[src/rtl/mpw_pkg.sv]
package mpw_pkg;
    typedef enum logic [1:0] {
        ST_IDLE  = 2'd0,
        ST_DRAIN = 2'd1,
        ST_READ  = 2'd2,
        ST_BYP   = 2'd3
    } mpw_fsm_e;
endpackage

[src/rtl/mpw_lane_mux.sv]
module mpw_lane_mux #(
    parameter int DW = 32
) (
    input  logic [DW-1:0]   base,
    input  logic [DW-1:0]   ovr,
    input  logic [DW/8-1:0] sel,
    output logic [DW-1:0]   out
);
    localparam int LN = DW / 8;

    for (genvar gl = 0; gl < LN; gl++) begin : g_lane
        assign out[gl*8 +: 8] = sel[gl] ? ovr[gl*8 +: 8] : base[gl*8 +: 8];
    end
endmodule

[src/rtl/mpw_slots.sv]
module mpw_slots #(
    parameter int DEPTH = 4,
    parameter int AW    = 30,
    parameter int DW    = 32,
    localparam int LN   = DW / 8,
    localparam int PW   = $clog2(DEPTH),
    localparam int CW   = $clog2(DEPTH + 1)
) (
    input  logic          clk,
    input  logic          rst_n,
    input  logic          wr_en,
    input  logic [AW-1:0] wr_dw,
    input  logic [LN-1:0] wr_be,
    input  logic [DW-1:0] wr_data,
    input  logic          lock_head,
    input  logic          pop,
    output logic          hit,
    output logic [CW-1:0] cnt,
    output logic [AW-1:0] head_dw,
    output logic [LN-1:0] head_be,
    output logic [DW-1:0] head_data,
    input  logic [AW-1:0] snp_dw,
    output logic [LN-1:0] snp_mask,
    output logic [DW-1:0] snp_data
);
    typedef struct packed {
        logic [DEPTH-1:0][AW-1:0] dw;
        logic [DEPTH-1:0][LN-1:0] be;
        logic [DEPTH-1:0][DW-1:0] data;
        logic [PW-1:0]            head;
        logic [CW-1:0]            cnt;
    } slots_t;

    slots_t q, d;
    logic [PW-1:0]    slot_age [DEPTH];
    logic [DEPTH-1:0] vld;
    logic [DEPTH-1:0] hit_v;

    for (genvar gi = 0; gi < DEPTH; gi++) begin : g_slot
        assign slot_age[gi] = PW'(gi) - q.head;
        assign vld[gi]      = CW'(slot_age[gi]) < q.cnt;
        assign hit_v[gi]    = vld[gi] && (q.dw[gi] == wr_dw)
                              && !(lock_head && (PW'(gi) == q.head));
    end

    assign hit       = |hit_v;
    assign cnt       = q.cnt;
    assign head_dw   = q.dw[q.head];
    assign head_be   = q.be[q.head];
    assign head_data = q.data[q.head];

    // Next state: fold, allocate, retire
    always_comb begin
        logic [PW-1:0] tail;
        d    = q;
        tail = q.head + PW'(q.cnt);
        if (wr_en) begin
            if (hit) begin
                for (int i = 0; i < DEPTH; i++) begin
                    if (hit_v[i]) begin
                        for (int l = 0; l < LN; l++) begin
                            if (wr_be[l]) d.data[i][l*8 +: 8] = wr_data[l*8 +: 8];
                        end
                        d.be[i] = q.be[i] | wr_be;
                    end
                end
            end else begin
                d.dw[tail]   = wr_dw;
                d.be[tail]   = wr_be;
                d.data[tail] = wr_data;
            end
        end
        if (pop) d.head = q.head + PW'(1);
        d.cnt = q.cnt + CW'(wr_en && !hit) - CW'(pop);
    end

    // Self-snoop: walk oldest to youngest so later slots override
    always_comb begin
        logic [PW-1:0] idx;
        snp_mask = '0;
        snp_data = '0;
        for (int k = 0; k < DEPTH; k++) begin
            idx = q.head + PW'(k);
            if ((CW'(k) < q.cnt) && (q.dw[idx] == snp_dw)) begin
                for (int l = 0; l < LN; l++) begin
                    if (q.be[idx][l]) begin
                        snp_mask[l]          = 1'b1;
                        snp_data[l*8 +: 8]   = q.data[idx][l*8 +: 8];
                    end
                end
            end
        end
    end

    always_ff @(posedge clk) begin
        if (!rst_n) q <= '0;
        else        q <= d;
    end

    a_r9_no_overflow: assert property (@(posedge clk) disable iff (!rst_n)
        (wr_en && !hit) |-> (q.cnt < CW'(DEPTH)));
    a_r3_single_target: assert property (@(posedge clk) disable iff (!rst_n)
        $onehot0(hit_v));
    a_r5_pop_nonempty: assert property (@(posedge clk) disable iff (!rst_n)
        pop |-> (q.cnt != '0));
endmodule

[src/rtl/merge_post_wbuf.sv]
module merge_post_wbuf #(
    parameter int AW    = 30,
    parameter int DW    = 32,
    parameter int DEPTH = 4
) (
    input  logic            clk,
    input  logic            rst_n,
    input  logic            en,
    input  logic            m_req,
    input  logic            m_we,
    input  logic [AW-1:0]   m_addr,
    input  logic [DW/8-1:0] m_be,
    input  logic [DW-1:0]   m_wdata,
    output logic            m_ready,
    output logic            m_rvalid,
    output logic [DW-1:0]   m_rdata,
    output logic            mem_req,
    output logic            mem_we,
    output logic [AW-1:0]   mem_addr,
    output logic [DW/8-1:0] mem_be,
    output logic [DW-1:0]   mem_wdata,
    input  logic            mem_ack,
    input  logic [DW-1:0]   mem_rdata
);
    import mpw_pkg::*;

    localparam int LN = DW / 8;
    localparam int CW = $clog2(DEPTH + 1);

    typedef struct packed {
        mpw_fsm_e      fsm;
        logic          rd_pend;
        logic [AW-1:0] addr;
        logic [LN-1:0] be;
        logic [DW-1:0] wdata;
        logic [LN-1:0] fmask;
        logic [DW-1:0] fdata;
        logic          rvalid;
        logic [DW-1:0] rdata;
    } ctl_t;

    ctl_t q, d;

    logic          hit, pop, lock_head, buf_wr;
    logic          acc_r, acc_w, rd_busy, can_buf, can_byp;
    logic [CW-1:0] cnt;
    logic [AW-1:0] head_dw;
    logic [LN-1:0] head_be, snp_mask;
    logic [DW-1:0] head_data, snp_data, merged;

    assign lock_head = (q.fsm == ST_DRAIN);
    assign rd_busy   = q.rd_pend || (q.fsm == ST_READ);
    assign can_buf   = en && (hit || (cnt != CW'(DEPTH)));
    assign can_byp   = !en && (cnt == '0) && (q.fsm == ST_IDLE);
    assign m_ready   = !rd_busy && (q.fsm != ST_BYP)
                       && (m_we ? (can_buf || can_byp) : 1'b1);
    assign acc_w     = m_req && m_ready && m_we;
    assign acc_r     = m_req && m_ready && !m_we;
    assign buf_wr    = acc_w && en;

    mpw_slots #(.DEPTH(DEPTH), .AW(AW), .DW(DW)) u_slots (
        .clk       (clk),
        .rst_n     (rst_n),
        .wr_en     (buf_wr),
        .wr_dw     (m_addr),
        .wr_be     (m_be),
        .wr_data   (m_wdata),
        .lock_head (lock_head),
        .pop       (pop),
        .hit       (hit),
        .cnt       (cnt),
        .head_dw   (head_dw),
        .head_be   (head_be),
        .head_data (head_data),
        .snp_dw    (m_addr),
        .snp_mask  (snp_mask),
        .snp_data  (snp_data)
    );

    mpw_lane_mux #(.DW(DW)) u_fwd (
        .base (mem_rdata),
        .ovr  (q.fdata),
        .sel  (q.fmask),
        .out  (merged)
    );

    always_comb begin
        d        = q;
        d.rvalid = 1'b0;
        pop      = 1'b0;
        unique case (q.fsm)
            ST_IDLE: begin
                if (acc_r) begin
                    d.fsm   = ST_READ;
                    d.addr  = m_addr;
                    d.be    = '1;
                    d.fmask = snp_mask;
                    d.fdata = snp_data;
                end else if (acc_w && !en) begin
                    d.fsm   = ST_BYP;
                    d.addr  = m_addr;
                    d.be    = m_be;
                    d.wdata = m_wdata;
                end else if (q.rd_pend) begin
                    d.fsm     = ST_READ;
                    d.rd_pend = 1'b0;
                end else if ((cnt != '0) && ((&head_be) || (cnt > CW'(1)) || !buf_wr)) begin
                    d.fsm = ST_DRAIN;
                end
            end
            ST_DRAIN: begin
                if (mem_ack) begin
                    pop   = 1'b1;
                    d.fsm = ST_IDLE;
                end
                if (acc_r) begin
                    d.rd_pend = 1'b1;
                    d.addr    = m_addr;
                    d.be      = '1;
                    d.fmask   = snp_mask;
                    d.fdata   = snp_data;
                end
            end
            ST_READ: begin
                if (mem_ack) begin
                    d.fsm    = ST_IDLE;
                    d.rvalid = 1'b1;
                    d.rdata  = merged;
                end
            end
            default: begin
                if (mem_ack) d.fsm = ST_IDLE;
            end
        endcase
    end

    always_ff @(posedge clk) begin
        if (!rst_n) q <= '0;
        else        q <= d;
    end

    assign m_rvalid  = q.rvalid;
    assign m_rdata   = q.rdata;
    assign mem_req   = (q.fsm != ST_IDLE);
    assign mem_we    = (q.fsm == ST_DRAIN) || (q.fsm == ST_BYP);
    assign mem_addr  = (q.fsm == ST_DRAIN) ? head_dw   : q.addr;
    assign mem_be    = (q.fsm == ST_DRAIN) ? head_be   : q.be;
    assign mem_wdata = (q.fsm == ST_DRAIN) ? head_data : q.wdata;

    a_r12_req_hold: assert property (@(posedge clk) disable iff (!rst_n)
        (mem_req && !mem_ack) |=> (mem_req && $stable(mem_we) && $stable(mem_addr)
                                   && $stable(mem_be) && $stable(mem_wdata)));
    a_r11_rvalid_after_ack: assert property (@(posedge clk) disable iff (!rst_n)
        m_rvalid |-> $past(mem_ack));
    a_r11_rvalid_pulse: assert property (@(posedge clk) disable iff (!rst_n)
        m_rvalid |=> !m_rvalid);
    a_r10_bypass_issue: assert property (@(posedge clk) disable iff (!rst_n)
        (!en && m_req && m_we && m_ready) |=> (mem_req && mem_we && (mem_addr == $past(m_addr))));
endmodule

[config.mk]
export PLATFORM = sky130hd
export DESIGN_NAME = merge_post_wbuf
export DESIGN_NICKNAME = d
export VERILOG_FILES = /design/src/rtl/mpw_pkg.sv /design/src/rtl/mpw_lane_mux.sv /design/src/rtl/mpw_slots.sv /design/src/rtl/merge_post_wbuf.sv
export SDC_FILE = /design/constraint.sdc
export NUM_CORES = 1
export LEC_CHECK = 0
export CELL_PAD_IN_SITES_DETAIL_PLACEMENT = 1
export CELL_PAD_IN_SITES_GLOBAL_PLACEMENT = 2
export CORE_UTILIZATION = 44
export DETAILED_ROUTE_END_ITERATION = 7
export DONT_BUFFER_PORTS = 1
export PLACE_DENSITY = 0.89
export SLEW_MARGIN = 0
export SYNTH_ARGS = -nofsm -noshare
export SYNTH_HDL_FRONTEND = slang
export SYNTH_SLANG_ARGS = --single-unit
[constraint.sdc]
create_clock -name clk -period 9.45 [get_ports clk]
set_clock_uncertainty 0.15 [all_clocks]
set_input_delay 2.3625 -clock clk [delete_from_list [all_inputs] [get_ports clk]]
set_output_delay 2.3625 -clock clk [all_outputs]
set_load 0.03 [all_outputs]
==> flow_summary.ini <==
[synthesis]
synth_cell_types = 68
yosysSeqAreaShare_pct = 29.4
synthArstFlopShare_pct = 0
syn_nets = 3214
synth.cell_area_mm2 = 0.0278
synth_ff_type = dfxtp_1
avgSynthCellArea_um2 = 8.97
yosys-top-cells-area = dfxtp_1 29%, mux2i_1 14%, mux4_2 7.1%
yosysWarnings = 0
synth-seq-cells = 407
synth_top_area_share_pct = 29.4
synth_top_area_cell = dfxtp_1
synth_edf_count = 0
postSynthCellCount = 3094

[floorplan]
num_rows = 91
core-area_mm2 = 0.0621
ios = 206
die_width_um = 253
start_util_pct = 44.7
die_h_um = 253
die_area_mm2 = 0.0641

[finish]
drive_gt1_share_pct = 13.0
final_common_cell = nand2_1
area_delta_synth_final_pct = 6.08
nNetsFinal = 2997
finalInstanceArea_mm2 = 0.0294
layout_common_cells = 525 x nand2_1, 405 x dfxtp_1, 398 x mux2i_1

[critical_path]
arrival_ns = 5.54
critPathMaxStageDelay_ns = 0.87
critPathKind = input port to primary output
path_cells = xor2_1 -> nor4_1 -> nand4_1 -> nor4_4 -> nor4b_1 -> nand2_1 -> nand2_1 -> a31oi_1
cp_slowest_cell = nor4_4
critPathLaunchType = input port
cp_num_buf_inv = 0
crit_path_end_kind = primary output
crit_top_cell = nand2_1
path_max_fanout = 19
worstPathRequired_ns = 6.94
cp_top_family = simple AND/OR/NAND/NOR gates

[power_and_ir_drop]
p_leak_nw = 10.4
power_density_mw_per_mm2 = 185
irDropWorstVdd_mv = 0.169
power.total_w = 0.00546

[global_routing]
grt_max_degree = 512
grtUsageMet2_pct = 54.9
grt-busiest-layer = met2
antenna_found_initial = 5
use_met3_pct = 7.84
grt_usage_pct = 33.7
grt_remaining_overflow = 0
met1_usage_pct = 43.7
grt_pass1_wl_um = 162000
grt_pass1_vias = 24300

[timing]
relSlewSlack_pct = 16.5
hold_viol_final = 0
fin_crit_sh_pct = 85.2
worst_pin_slew_ns = 1.24
tns_ns = 0
worst_slack_ns = 1.40
post-route-min-period_ns = 8.05
whs_ns = 0.310
setup_viol = 0
slew_viol_final = 0
rsz0062_at_grt = false
fmax_mhz = 124

[placement]
dp_hpwl_um = 76800
placedInstanceArea_mm2 = 0.0277
io_buffers = 0
place_ws_ns = 1.52
routabilityCongestion = 0.974

[routing]
viasPerCell = 6.35
wl_um = 109000
vias = 23800
drt_iter0_drc = 1964
drcViolationCount = 0
wire_per_inst_um = 29.1
dr.pass1.iters = 5
ant_nets = 0

[flow_run]
cap_violations = 0

[cts]
cts_setup_buffers = 0
ctsHoldBuffers = 0
cts_tree = done
clockRootBuffer = clkbuf_16
cts.path.max_buffers = 3
path_clk_slew_ns = 0.06
htree_num_levels = 2
numCtsBuffers = 48
ctsResizeCount = 0
clock-sinks = 407
insertion_delay_ns = 0.63

[run_status]
status = complete, no violations

[worst_hold_path]
min_path_type = flip-flop to flip-flop
routing by layer:
metal / routed length [µm] / share of wire (%) / vias up
li1: - / - / 10600
met1: 46300 / 42 / 12200
met2: 50500 / 46 / 912
met3: 8820 / 8.1 / 191
met4: 3680 / 3.4 / 8
met5: 59 / 0.054 / -
through the flow:
step / std cells / utilization [%]
after global placement: 3664 / 44.6
after floorplan: 3094 / -
after global routing: 3753 / 47.4
after detailed placement: 3664 / 44.6
after CTS: 3753 / 47.4
final: 3754 / 47.4
where the power goes:
part / internal, W / switching, W / total [W]
Sequential: 0.00182 / 0.000191 / 0.00201
Combinational: 0.000488 / 0.000914 / 0.00140
Clock: 0.00122 / 0.000830 / 0.00205
kinds of logic after synthesis:
group,Yosys count,share of synthesized area [%]
multiplexers,599,26.1
adder cells (fa/ha/maj),16,0.748
AO/OA/AOI/OAI,539,14.5
XOR/XNOR,232,7.32
AND/OR/NAND/NOR,962,16.0
flip-flops,407,29.4
buffers and inverters,339,5.96
path summary, 6_finish.rpt:
| kind | to | from | slack, ns | depth (start not counted) |
|---|---|---|---|---|
| worst max-delay path | m_ready | m_addr[19] | 1.40 | 8 |
| worst min-delay path | q[94]$_SDFFE_PN0P_ | q[94]$_SDFFE_PN0P_ | 0.31 | 2 |
| worst max register to register | q[45]$_SDFFE_PN0P_ | u_slots.q[3]$_SDFFE_PN0P_ | 2.53 | 13 |
| worst min register to register | q[94]$_SDFFE_PN0P_ | q[94]$_SDFFE_PN0P_ | 0.31 | 2 |
cells in the mapped netlist, drive strengths merged (3+ instances only):
library cell    n
a2111oi        18
a21boi         63
a21o           13
a21oi          76
a221o          19
a221oi         28
a22o           19
a22oi           5
a31oi          10
and2           22
buf           170
clkbuf        144
dfxtp         407
ha             15
inv            25
mux2          113
mux2i         398
mux4           88
nand2         526
nand2b          3
nand3          84
nand4          29
nor2          101
nor2b         127
nor3           13
nor3b           6
nor4           41
o211a          32
o211ai          3
o21a            5
o21ai         138
o21bai          8
o221ai         36
o22ai          18
o31ai          36
or4             3
xnor2          89
xor2          143
state kept, by name, indices dropped and copies added, names as in the netlist:
name and count:
u_slots.q 266, u_slots.cnt 3, m_rdata 32, q 105, m_rvalid 1
final cells by class:
type	count	area [µm²]
diodes	1	2.50
clock buffers	65	1410
clock inverters	24	327
fillers	7030	32600
inverters	25	95.1
multi-input cells	2348	18000
flip-flops and latches	407	8160
well taps	837	1050
repair buffers	47	365
worst min-delay path, stage by stage (launching register included):
cell and delay (ns):
dfxtp_1 0.31, nand2_1 0.05, a21boi_0 0.06
(Power assumes the default switching activity.)
